[config.mk]
export PLATFORM = sky130hd
export DESIGN_NAME = gated_credit_fifo
export DESIGN_NICKNAME = d
export VERILOG_FILES = /design/src/rtl/gcf_pkg.sv /design/src/rtl/gcf_store.sv /design/src/rtl/gcf_drain_gate.sv /design/src/rtl/gcf_credit_ctr.sv /design/src/rtl/gated_credit_fifo.sv
export SDC_FILE = /design/constraint.sdc
export NUM_CORES = 1
export LEC_CHECK = 0
export ABC_AREA = 1
export ABC_CLOCK_PERIOD_IN_PS = 7600
export BUFFER_PORTS_ARGS = -buffer_cell sky130_fd_sc_hd__buf_4
export CAP_MARGIN = 15
export CORE_MARGIN = 4
export CORE_UTILIZATION = 60
export DETAILED_ROUTE_END_ITERATION = 10
export PLACE_DENSITY = 0.77
export REMOVE_ABC_BUFFERS = 1
export SYNTH_ARGS = -nofsm -noshare
export SYNTH_HDL_FRONTEND = slang
export SYNTH_SLANG_ARGS = --single-unit
[constraint.sdc]
create_clock -name clk_i -period 7.6 [get_ports clk_i]
set_clock_uncertainty 0.05 [all_clocks]
set_input_delay 0.38 -clock clk_i [delete_from_list [all_inputs] [get_ports clk_i]]
set_output_delay 0.38 -clock clk_i [all_outputs]
set_load 0.005 [all_outputs]
[src/rtl/gcf_pkg.sv]
package gcf_pkg;

    // Drain gate state: shut until the threshold is met, open until empty.
    typedef enum logic {
        GATE_SHUT = 1'b0,
        GATE_OPEN = 1'b1
    } gate_e;

    // Width that can hold every value from 0 to depth inclusive.
    function automatic int cnt_w_f(input int depth);
        return $clog2(depth + 1);
    endfunction

    // Address width for a storage array of the given depth.
    function automatic int addr_w_f(input int depth);
        return (depth > 1) ? $clog2(depth) : 1;
    endfunction

endpackage

[src/rtl/gcf_store.sv]
module gcf_store
    import gcf_pkg::*;
#(
    parameter int DATA_W = 32,
    parameter int DEPTH  = 32,
    parameter int CNT_W  = cnt_w_f(DEPTH)
) (
    input  logic              clk_i,
    input  logic              rst_ni,
    input  logic              push_i,
    input  logic              pop_i,
    input  logic [DATA_W-1:0] wr_data_i,
    output logic [DATA_W-1:0] rd_data_o,
    output logic [CNT_W-1:0]  count_o,
    output logic              full_o
);
    localparam int AW = addr_w_f(DEPTH);
    localparam logic [AW-1:0]    LAST_A  = AW'(DEPTH - 1);
    localparam logic [CNT_W-1:0] DEPTH_C = CNT_W'(DEPTH);

    typedef struct packed {
        logic [AW-1:0]    wp;
        logic [AW-1:0]    rp;
        logic [CNT_W-1:0] cnt;
    } store_t;

    store_t st_d, st_q;
    logic [DATA_W-1:0] mem_q [DEPTH];

    always_comb begin
        st_d = st_q;
        if (push_i) begin
            st_d.wp = (st_q.wp == LAST_A) ? '0 : st_q.wp + AW'(1);
        end
        if (pop_i) begin
            st_d.rp = (st_q.rp == LAST_A) ? '0 : st_q.rp + AW'(1);
        end
        unique case ({push_i, pop_i})
            2'b10:   st_d.cnt = st_q.cnt + CNT_W'(1);
            2'b01:   st_d.cnt = st_q.cnt - CNT_W'(1);
            default: st_d.cnt = st_q.cnt;
        endcase
    end

    always_ff @(posedge clk_i) begin
        if (!rst_ni) begin
            st_q <= '0;
        end else begin
            st_q <= st_d;
        end
    end

    always_ff @(posedge clk_i) begin
        if (push_i) begin
            mem_q[st_q.wp] <= wr_data_i;
        end
    end

    assign rd_data_o = mem_q[st_q.rp];
    assign count_o   = st_q.cnt;
    assign full_o    = (st_q.cnt == DEPTH_C);

endmodule

[src/rtl/gcf_drain_gate.sv]
module gcf_drain_gate
    import gcf_pkg::*;
#(
    parameter int DEPTH = 32,
    parameter int CNT_W = cnt_w_f(DEPTH)
) (
    input  logic             clk_i,
    input  logic             rst_ni,
    input  logic [CNT_W-1:0] thresh_i,
    input  logic [CNT_W-1:0] count_i,
    input  logic             push_i,
    input  logic             pop_i,
    output logic             drain_ok_o
);
    localparam logic [CNT_W-1:0] DEPTH_C = CNT_W'(DEPTH);

    typedef struct packed {
        gate_e state;
    } gate_t;

    gate_t g_d, g_q;
    logic [CNT_W-1:0] thr_eff;
    logic             reached;
    logic             pass;
    logic             empties;

    always_comb begin
        thr_eff  = (thresh_i > DEPTH_C) ? DEPTH_C : thresh_i;
        reached  = (count_i >= thr_eff);
        pass     = (g_q.state == GATE_OPEN) || reached;
        empties  = pop_i && !push_i && (count_i == CNT_W'(1));
        g_d      = g_q;
        if (empties) begin
            g_d.state = GATE_SHUT;
        end else if (pass && (count_i != '0 || push_i)) begin
            g_d.state = GATE_OPEN;
        end
    end

    always_ff @(posedge clk_i) begin
        if (!rst_ni) begin
            g_q <= '{state: GATE_SHUT};
        end else begin
            g_q <= g_d;
        end
    end

    assign drain_ok_o = pass && (count_i != '0);

endmodule

[src/rtl/gcf_credit_ctr.sv]
module gcf_credit_ctr
    import gcf_pkg::*;
#(
    parameter int DEPTH     = 32,
    parameter int BURST_LEN = 8,
    parameter int CNT_W     = cnt_w_f(DEPTH)
) (
    input  logic             clk_i,
    input  logic             rst_ni,
    input  logic             req_i,
    input  logic             ret_i,
    output logic             ready_o,
    output logic [CNT_W-1:0] credits_o
);
    localparam int SW = CNT_W + 1;
    localparam logic [SW-1:0] DEPTH_S = SW'(DEPTH);
    localparam logic [SW-1:0] BURST_S = SW'(BURST_LEN);

    typedef struct packed {
        logic [CNT_W-1:0] credits;
    } cred_t;

    cred_t c_d, c_q;
    logic [SW-1:0] sum;
    logic          admit;

    always_comb begin
        ready_o = ({1'b0, c_q.credits} >= BURST_S);
        admit   = req_i && ready_o;
        sum     = {1'b0, c_q.credits};
        if (ret_i) begin
            sum = sum + SW'(1);
        end
        if (admit) begin
            sum = sum - BURST_S;
        end
        if (sum > DEPTH_S) begin
            sum = DEPTH_S;
        end
        c_d.credits = sum[CNT_W-1:0];
    end

    always_ff @(posedge clk_i) begin
        if (!rst_ni) begin
            c_q.credits <= CNT_W'(DEPTH);
        end else begin
            c_q <= c_d;
        end
    end

    assign credits_o = c_q.credits;

endmodule

[src/rtl/gated_credit_fifo.sv]
module gated_credit_fifo
    import gcf_pkg::*;
#(
    parameter int DATA_W    = 32,
    parameter int DEPTH     = 32,
    parameter int BURST_LEN = 8,
    parameter int CNT_W     = cnt_w_f(DEPTH)
) (
    input  logic              clk_i,
    input  logic              rst_ni,
    input  logic [CNT_W-1:0]  thresh_i,
    input  logic              burst_req_i,
    output logic              burst_ready_o,
    input  logic              wr_valid_i,
    input  logic [DATA_W-1:0] wr_data_i,
    output logic              rd_valid_o,
    input  logic              rd_ready_i,
    output logic [DATA_W-1:0] rd_data_o,
    output logic              credit_o,
    output logic [CNT_W-1:0]  fill_o,
    output logic [CNT_W-1:0]  credits_o,
    output logic              overflow_o
);
    typedef struct packed {
        logic ovf;
    } top_t;

    top_t t_d, t_q;
    logic full;
    logic push;
    logic pop;
    logic drain_ok;
    logic [CNT_W-1:0] count;

    always_comb begin
        push = wr_valid_i && !full;
        pop  = drain_ok && rd_ready_i;
        t_d  = t_q;
        if (wr_valid_i && full) begin
            t_d.ovf = 1'b1;
        end
    end

    always_ff @(posedge clk_i) begin
        if (!rst_ni) begin
            t_q <= '0;
        end else begin
            t_q <= t_d;
        end
    end

    gcf_store #(
        .DATA_W (DATA_W),
        .DEPTH  (DEPTH),
        .CNT_W  (CNT_W)
    ) u_store (
        .clk_i     (clk_i),
        .rst_ni    (rst_ni),
        .push_i    (push),
        .pop_i     (pop),
        .wr_data_i (wr_data_i),
        .rd_data_o (rd_data_o),
        .count_o   (count),
        .full_o    (full)
    );

    gcf_drain_gate #(
        .DEPTH (DEPTH),
        .CNT_W (CNT_W)
    ) u_gate (
        .clk_i      (clk_i),
        .rst_ni     (rst_ni),
        .thresh_i   (thresh_i),
        .count_i    (count),
        .push_i     (push),
        .pop_i      (pop),
        .drain_ok_o (drain_ok)
    );

    gcf_credit_ctr #(
        .DEPTH     (DEPTH),
        .BURST_LEN (BURST_LEN),
        .CNT_W     (CNT_W)
    ) u_credit (
        .clk_i     (clk_i),
        .rst_ni    (rst_ni),
        .req_i     (burst_req_i),
        .ret_i     (pop),
        .ready_o   (burst_ready_o),
        .credits_o (credits_o)
    );

    assign rd_valid_o = drain_ok;
    assign credit_o   = pop;
    assign fill_o     = count;
    assign overflow_o = t_q.ovf;

endmodule

After elaboration in Yosys (flattened, before gate mapping). Memory sizes are Yosys's and may differ from the RTL's. A register that Yosys moved wholly into a read port is not among the register bits. Index checks and enable logic that the tools add are counted.

Register bits: 24. Bits in writable memories: 1024. Input bits: 43. Output and inout bits: 48. Logic and storage cells: 50. Memories kept: 1.

Memories: u_store.mem_q (words 32, bits a word 32, rd ports 1, clocked after memory_dff 1, wr ports 1, RTL line gcf_store.sv:28) `logic [DATA_W-1:0] mem_q [DEPTH];`.

$add $sub $neg: 6. Magnitude comparators: 4. Equality and inequality tests: 6. Muxes and demuxes: 10. Bitwise logic cells: 1. Reduce and logical (&&, ||, !) cells: 16.

Operators by type and width (number): two-way mux 5 bit (4); two-way mux 7 bit (2); case mux 6 bit (2 select lines) (1); adder 5 x 1 -> 5 bit (second input constant) (2); == test 5 bit (second input constant) (2); logical AND 1 bit (8); adder 6 x 1 -> 7 bit (second input constant) (1); > comparator 7 x 6 -> 1 bit (second input constant) (1); subtractor 7 x 4 -> 7 bit (second input constant) (1); adder 6 x 1 -> 6 bit (second input constant) (1); == test 6 x 1 -> 1 bit (second input constant) (1); == test 6 bit (second input constant) (1); >= comparator 6 x 4 -> 1 bit (second input constant) (1); >= comparator 6 bit (1); > comparator 6 bit (second input constant) (1); two-way mux 6 bit (1); nonzero test 6 bit (1); subtractor 6 x 1 -> 6 bit (second input constant) (1); OR reduction 2 bit (2); == test 2 x 1 -> 1 bit (second input constant) (1); == test 2 bit (second input constant) (1); zero test 1 bit (2); logical OR 1 bit (2); two-way mux 1 bit (2); other kinds (2) (2).

Depth between registers and ports, before layout.
Depth after elaboration: 11. Mapped depth: 22. Depth with buffers taken out: 22.

By module. From an unflattened synthesis, not the netlist that was laid out.

Cell total of the unflattened synthesis: 3681. Area, all modules: 43152.6 µm².

Modules (own cells, without submodules): gcf_store (times used 1, cells an instance 3534, area each 42323.1 µm², seq. area each 31169.9 µm²); gcf_credit_ctr (times used 1, cells an instance 78, area each 464.2 µm², seq. area each 120.1 µm²); gcf_drain_gate (times used 1, cells an instance 60, area each 310.3 µm², seq. area each 20.0 µm²); gated_credit_fifo (times used 1, cells an instance 9, area each 55.1 µm², seq. area each 20.0 µm²).

Least setup slack after synthesis. OpenSTA, ideal clock, no wires.

Kind: reg2reg. Start point: register u_store.st_q, in the netlist u_store.count_o[0]. End point: memory u_store.mem_q[11][0], enable pin. Setup time: 0.421 ns. Arrival: 2.753 ns. Data required time: 7.129 ns. Path slack: 4.376 ns. Stages on the path, launching flop included: 9. Path buffers: 0. Clock period less this slack: 3.224 ns. Cells stage by stage: dfxtp_1 > inv_1 > ha_1 > nor3b_4 > nand3_1 > nand2_1 > inv_1 > nand2_1 > nor2_1.

Cells in the longest elaborated chain, start to end: 5.

RTL lines: start, declared (RTL line gcf_store.sv:27) `store_t st_d, st_q;`; start signal, assigned (RTL line gcf_store.sv:49) `st_q <= st_d;`; == test 6 bit (RTL line gcf_store.sv:61) `assign full_o = (st_q.cnt == DEPTH_C);`; zero test 1 bit (RTL line gated_credit_fifo.sv:36) `push = wr_valid_i && !full;`; logical AND 1 bit (RTL line gated_credit_fifo.sv:36); two-way mux 1 bit (RTL line gcf_store.sv:54) `if (push_i) begin`; two-way mux 1 bit (implied by the code) (RTL line gcf_store.sv:55) `mem_q[st_q.wp] <= wr_data_i;`; end, declared (RTL line gcf_store.sv:28).

No other way between the ends.

==> PnR_summary.wiki <==
{| class="wikitable"
! Metric !! Value
|-
| DIE AREA || 0.0734 mm^2
|-
| Max Slew Vio Count || 0
|-
| Buffers inserted during post-CTS setup optimization || 0
|-
| Internal reg-to-reg setup slack || 3.78 ns
|-
| Post-synthesis compound-gate area fraction || around an eighth
|-
| Starting Density || 60.5%
|-
| Clock Sink Count || approximately 1100
|-
| Leakage power figure || 0.0149 uW
|-
| Adder-Cell Fraction of Synth Area || 0.633%
|-
| Multiplexer fraction of the synthesized cell area || less than 1%
|-
| Worst slew pin tran || 1.28 ns
|-
| YS warnings || 0
|-
| Total gr overflow || 0
|-
| Buffer type at the clock tree root || clkbuf_16
|-
| Power per Cell Area || approximately 260 mW/mm^2
|-
| Largest net degree at the start of global routing || ~250
|-
| Number of core rows || 96
|-
| Flip-flop and latch count after synthesis || 1053
|-
| Chip Width || 271 um
|-
| Number of distinct library cells after synthesis || 44
|-
| Deepest clock path buffer count || 3
|-
| Unrepaired setup endpoints after global routing || no
|-
| Parity-gate share of the synthesized area counting xor and xnor cells || 0.127%
|-
| Total routing resource utilization after global routing || 28.9%
|-
| Normalized max-slew margin || 15.0%
|-
| Final setup violation count || 0
|-
| Via Count || 27400
|-
| Minimum clock period || slightly above 5 ns
|-
| Setup crit start kind || flip-flop
|-
| Main combinational cell family by area after synthesis || compound AO/OA/AOI/OAI gates
|-
| Share of final-layout standard cells stronger than drive strength 1 || 10.5%
|-
| Area of the placeable core || 0.0686 mm^2
|-
| Clock insertion delay at the later pin of the skew report || ~0.65 ns
|-
| Inserted Diodes || 0
|-
| Starting DRT DRC Count || approximately 4700
|-
| Final net count || 3134
|-
| Hold crit path type || in2reg
|-
| First-pass GRT wire length || around 160000 um
|-
| Detailed-placement wirelength estimate || 52200 um
|-
| Number of hold violations in the final report || 0
|-
| Achievable clock frequency || 196 MHz
|-
| Placer congestion estimate || 0.796
|-
| Worst R2R Start || u_store.count_o[0]
|-
| Average detailed-routed wire length per instance || 26.7 um
|-
| CP Max Fanout || 246
|-
| Count of antenna-violating nets left after detailed routing || 0
|-
| Mean area per synthesized cell || 13.6 um^2
|-
| Count of flip-flops with a built-in enable after synthesis || 1024
|-
| Post-cts resize count || 0
|-
| Number of maximum-capacitance violations || 0
|-
| Clock buffer count from CTS || about 100
|-
| CP Data Required Time || 7.17 ns
|-
| Async set-reset flop share out of synthesis || 0%
|-
| Drt first pass iters || 6
|-
| Final Total Pwr || 12100 uW
|-
| IO Port Bufs || 90
|-
| Simple-gate portion of the synthesized area || under 10%
|-
| Placed cells || 3894
|-
| Capture point of the critical path || rd_data_o[10]
|-
| Height of the die || 271 um
|-
| Flip-flop cell with the highest count after synthesis || edfxtp_1
|-
| Number of H-tree branching levels || 3
|-
| Total DRC errors in the routed layout || 0
|-
| Post-synthesis cell area || ~0.042 mm^2
|-
| Class of the most critical setup path || reg2out
|-
| CTS tree || yes
|-
| Worst endpoint data arrival time || 4.68 ns
|-
| Result of the run || finished, final reports clean
|-
| Count of non-filler cells in the finished layout || slightly above 4000
|-
| Worst IR drop on VDD || 0.000189 V
|-
| Setup Total Neg Slack || 0 ns
|-
| Area Growth Syn to Fin || 11.4%
|-
| Worst setup EP type || output pin
|-
| Vias/cell || 6.71
|-
| Clock-pin transition on the worst setup and hold timing paths || 0.06 ns
|-
| Number of global-route vias before repair || 26600
|-
| Gate count of the mapped netlist || 3050
|-
| Aggregate routed wire length || around 110000 um
|-
| Fraction of the yosys area taken by sequential cells || between 70% and 80%
|-
| Antenna violations before repair || 3
|-
| Reg-to-reg endpoint || u_store.mem_q[31][16]
|-
| Portion of the clock cycle consumed by the worst path in the final layout || 67.3%
|-
| R2r worst-path depth || 9
|-
| Total I/O pin count || 91
|}
-- area by class of cell --
class                           count  area, um^2
Tap cell                          931        1160
Inverter                           46         195
Timing Repair Buffer              141        1110
Multi-Input combinational cell   1726        9270
Clock inverter                     63         484
Fill cell                        4472       22300
Clock buffer                      124        2680
Sequential cell                  1053       31300
-- state kept, by name, indices dropped and copies added, names as in the netlist, named ones only --
register / count
u_store.count_o: 6
u_store.st_q: 10
overflow_o: 1
u_gate.g_q: 1
u_store.mem_q: 1024
u_credit.credits_o: 6
-- kinds of logic after synthesis --
family                     after synthesis
muxes                                    1
buffers and inverters                  271
and+or+nand+nor                        802
xor gates and xnor gates                 6
DFF                                   1053
adders and majority gates               21
AOI/OAI and AO/OA                      896
-- metal layers --
layer,track usage [%],routed length (um),vias up
li1,-,-,11700
met1,40.2,39800,13400
met2,45.8,51700,2026
met3,6.12,13800,272
met4,10.7,3640,6
met5,0,41,-
-- layout by cell type, fill, tap and decap left out, types with 7 or more instances in the layout --
cell type and count:
ha_1 21, clkinv_2 16, edfxtp_1 1024, a31oi_1 32, a32oi_1 27, nand2_1 60, o221ai_1 196, clkinv_1 32
nor2_4 33, a21oi_1 14, bufinv_16 7, dfxtp_1 25, clkbuf_16 104, o21ai_0 559, nand4_1 9, nor2_1 589
buf_4 136, o22ai_1 60, clkbuf_1 20, inv_1 41, nand3_1 86
-- Yosys cell counts, drive strengths merged (2+ instances only) --
cell type  number  share of area [%]
edfxtp       1024                 74
nand3          87                1.1
inv            45               0.41
o21ai         559                6.7
xor2            5               0.11
o21bai          2              0.036
nor2          627                5.7
nor3b           3              0.081
a32oi          27               0.57
a21oi          15               0.19
a31oi          32               0.48
nand2          67               0.68
dfxtp          29                1.4
o22ai          60               0.90
o221ai        196                4.1
clkbuf        162                1.5
buf            63               0.87
nand4           9               0.14
ha             21               0.63
nor3            5              0.060
-- repair_timing --
action / CTS / global route
hold buffers: 2 / 0
setup endpoints to repair: 0 / 0
endpoints found under the hold margin: 4 / 0
-- critical path, cell delays in order, from the launching register on --
cell and delay [ns]:
dfxtp_4 0.82, buf_12 0.63, buf_4 0.56, buf_16 0.36
o21ai_0 0.15, o221ai_1 0.25, nand3_1 0.12, a32oi_1 0.45
buf_4 0.20
-- stage by stage --
step           hold slack, ns  area, um^2  setup WS (ns)  util [%]
6_report               0.0771       46200           2.49      67.4
3_3_place_gp            0.414       43000           3.20      62.7
3_5_place_dp            0.421       43000           3.11      62.7
5_1_grt                0.0757       46200           2.43      67.4
2_1_floorplan           0.397       40500          -8.48         -
4_1_cts                0.0517       46200           2.38      67.4
-- report_power, final --
part	internal, uW	total (uW)	switching, uW
clock	2730	4810	2070
combinational	253	827	574
sequential	6420	6460	43.3
total	9400	12100	2690
-- worst min path at each step --
stage	startpoint	to	slack (ns)	depth (start not counted)
global placement	overflow_o	overflow_o	0.41	2
detailed placement	overflow_o	overflow_o	0.42	2
floorplan	overflow_o	overflow_o	0.40	2
CTS	wr_data_i[9]	u_store.mem_q[14][9]	0.05	1
global route	wr_data_i[9]	u_store.mem_q[9][9]	0.08	1
finish	wr_data_i[9]	u_store.mem_q[19][9]	0.08	1
(Power assumes the default switching activity.)
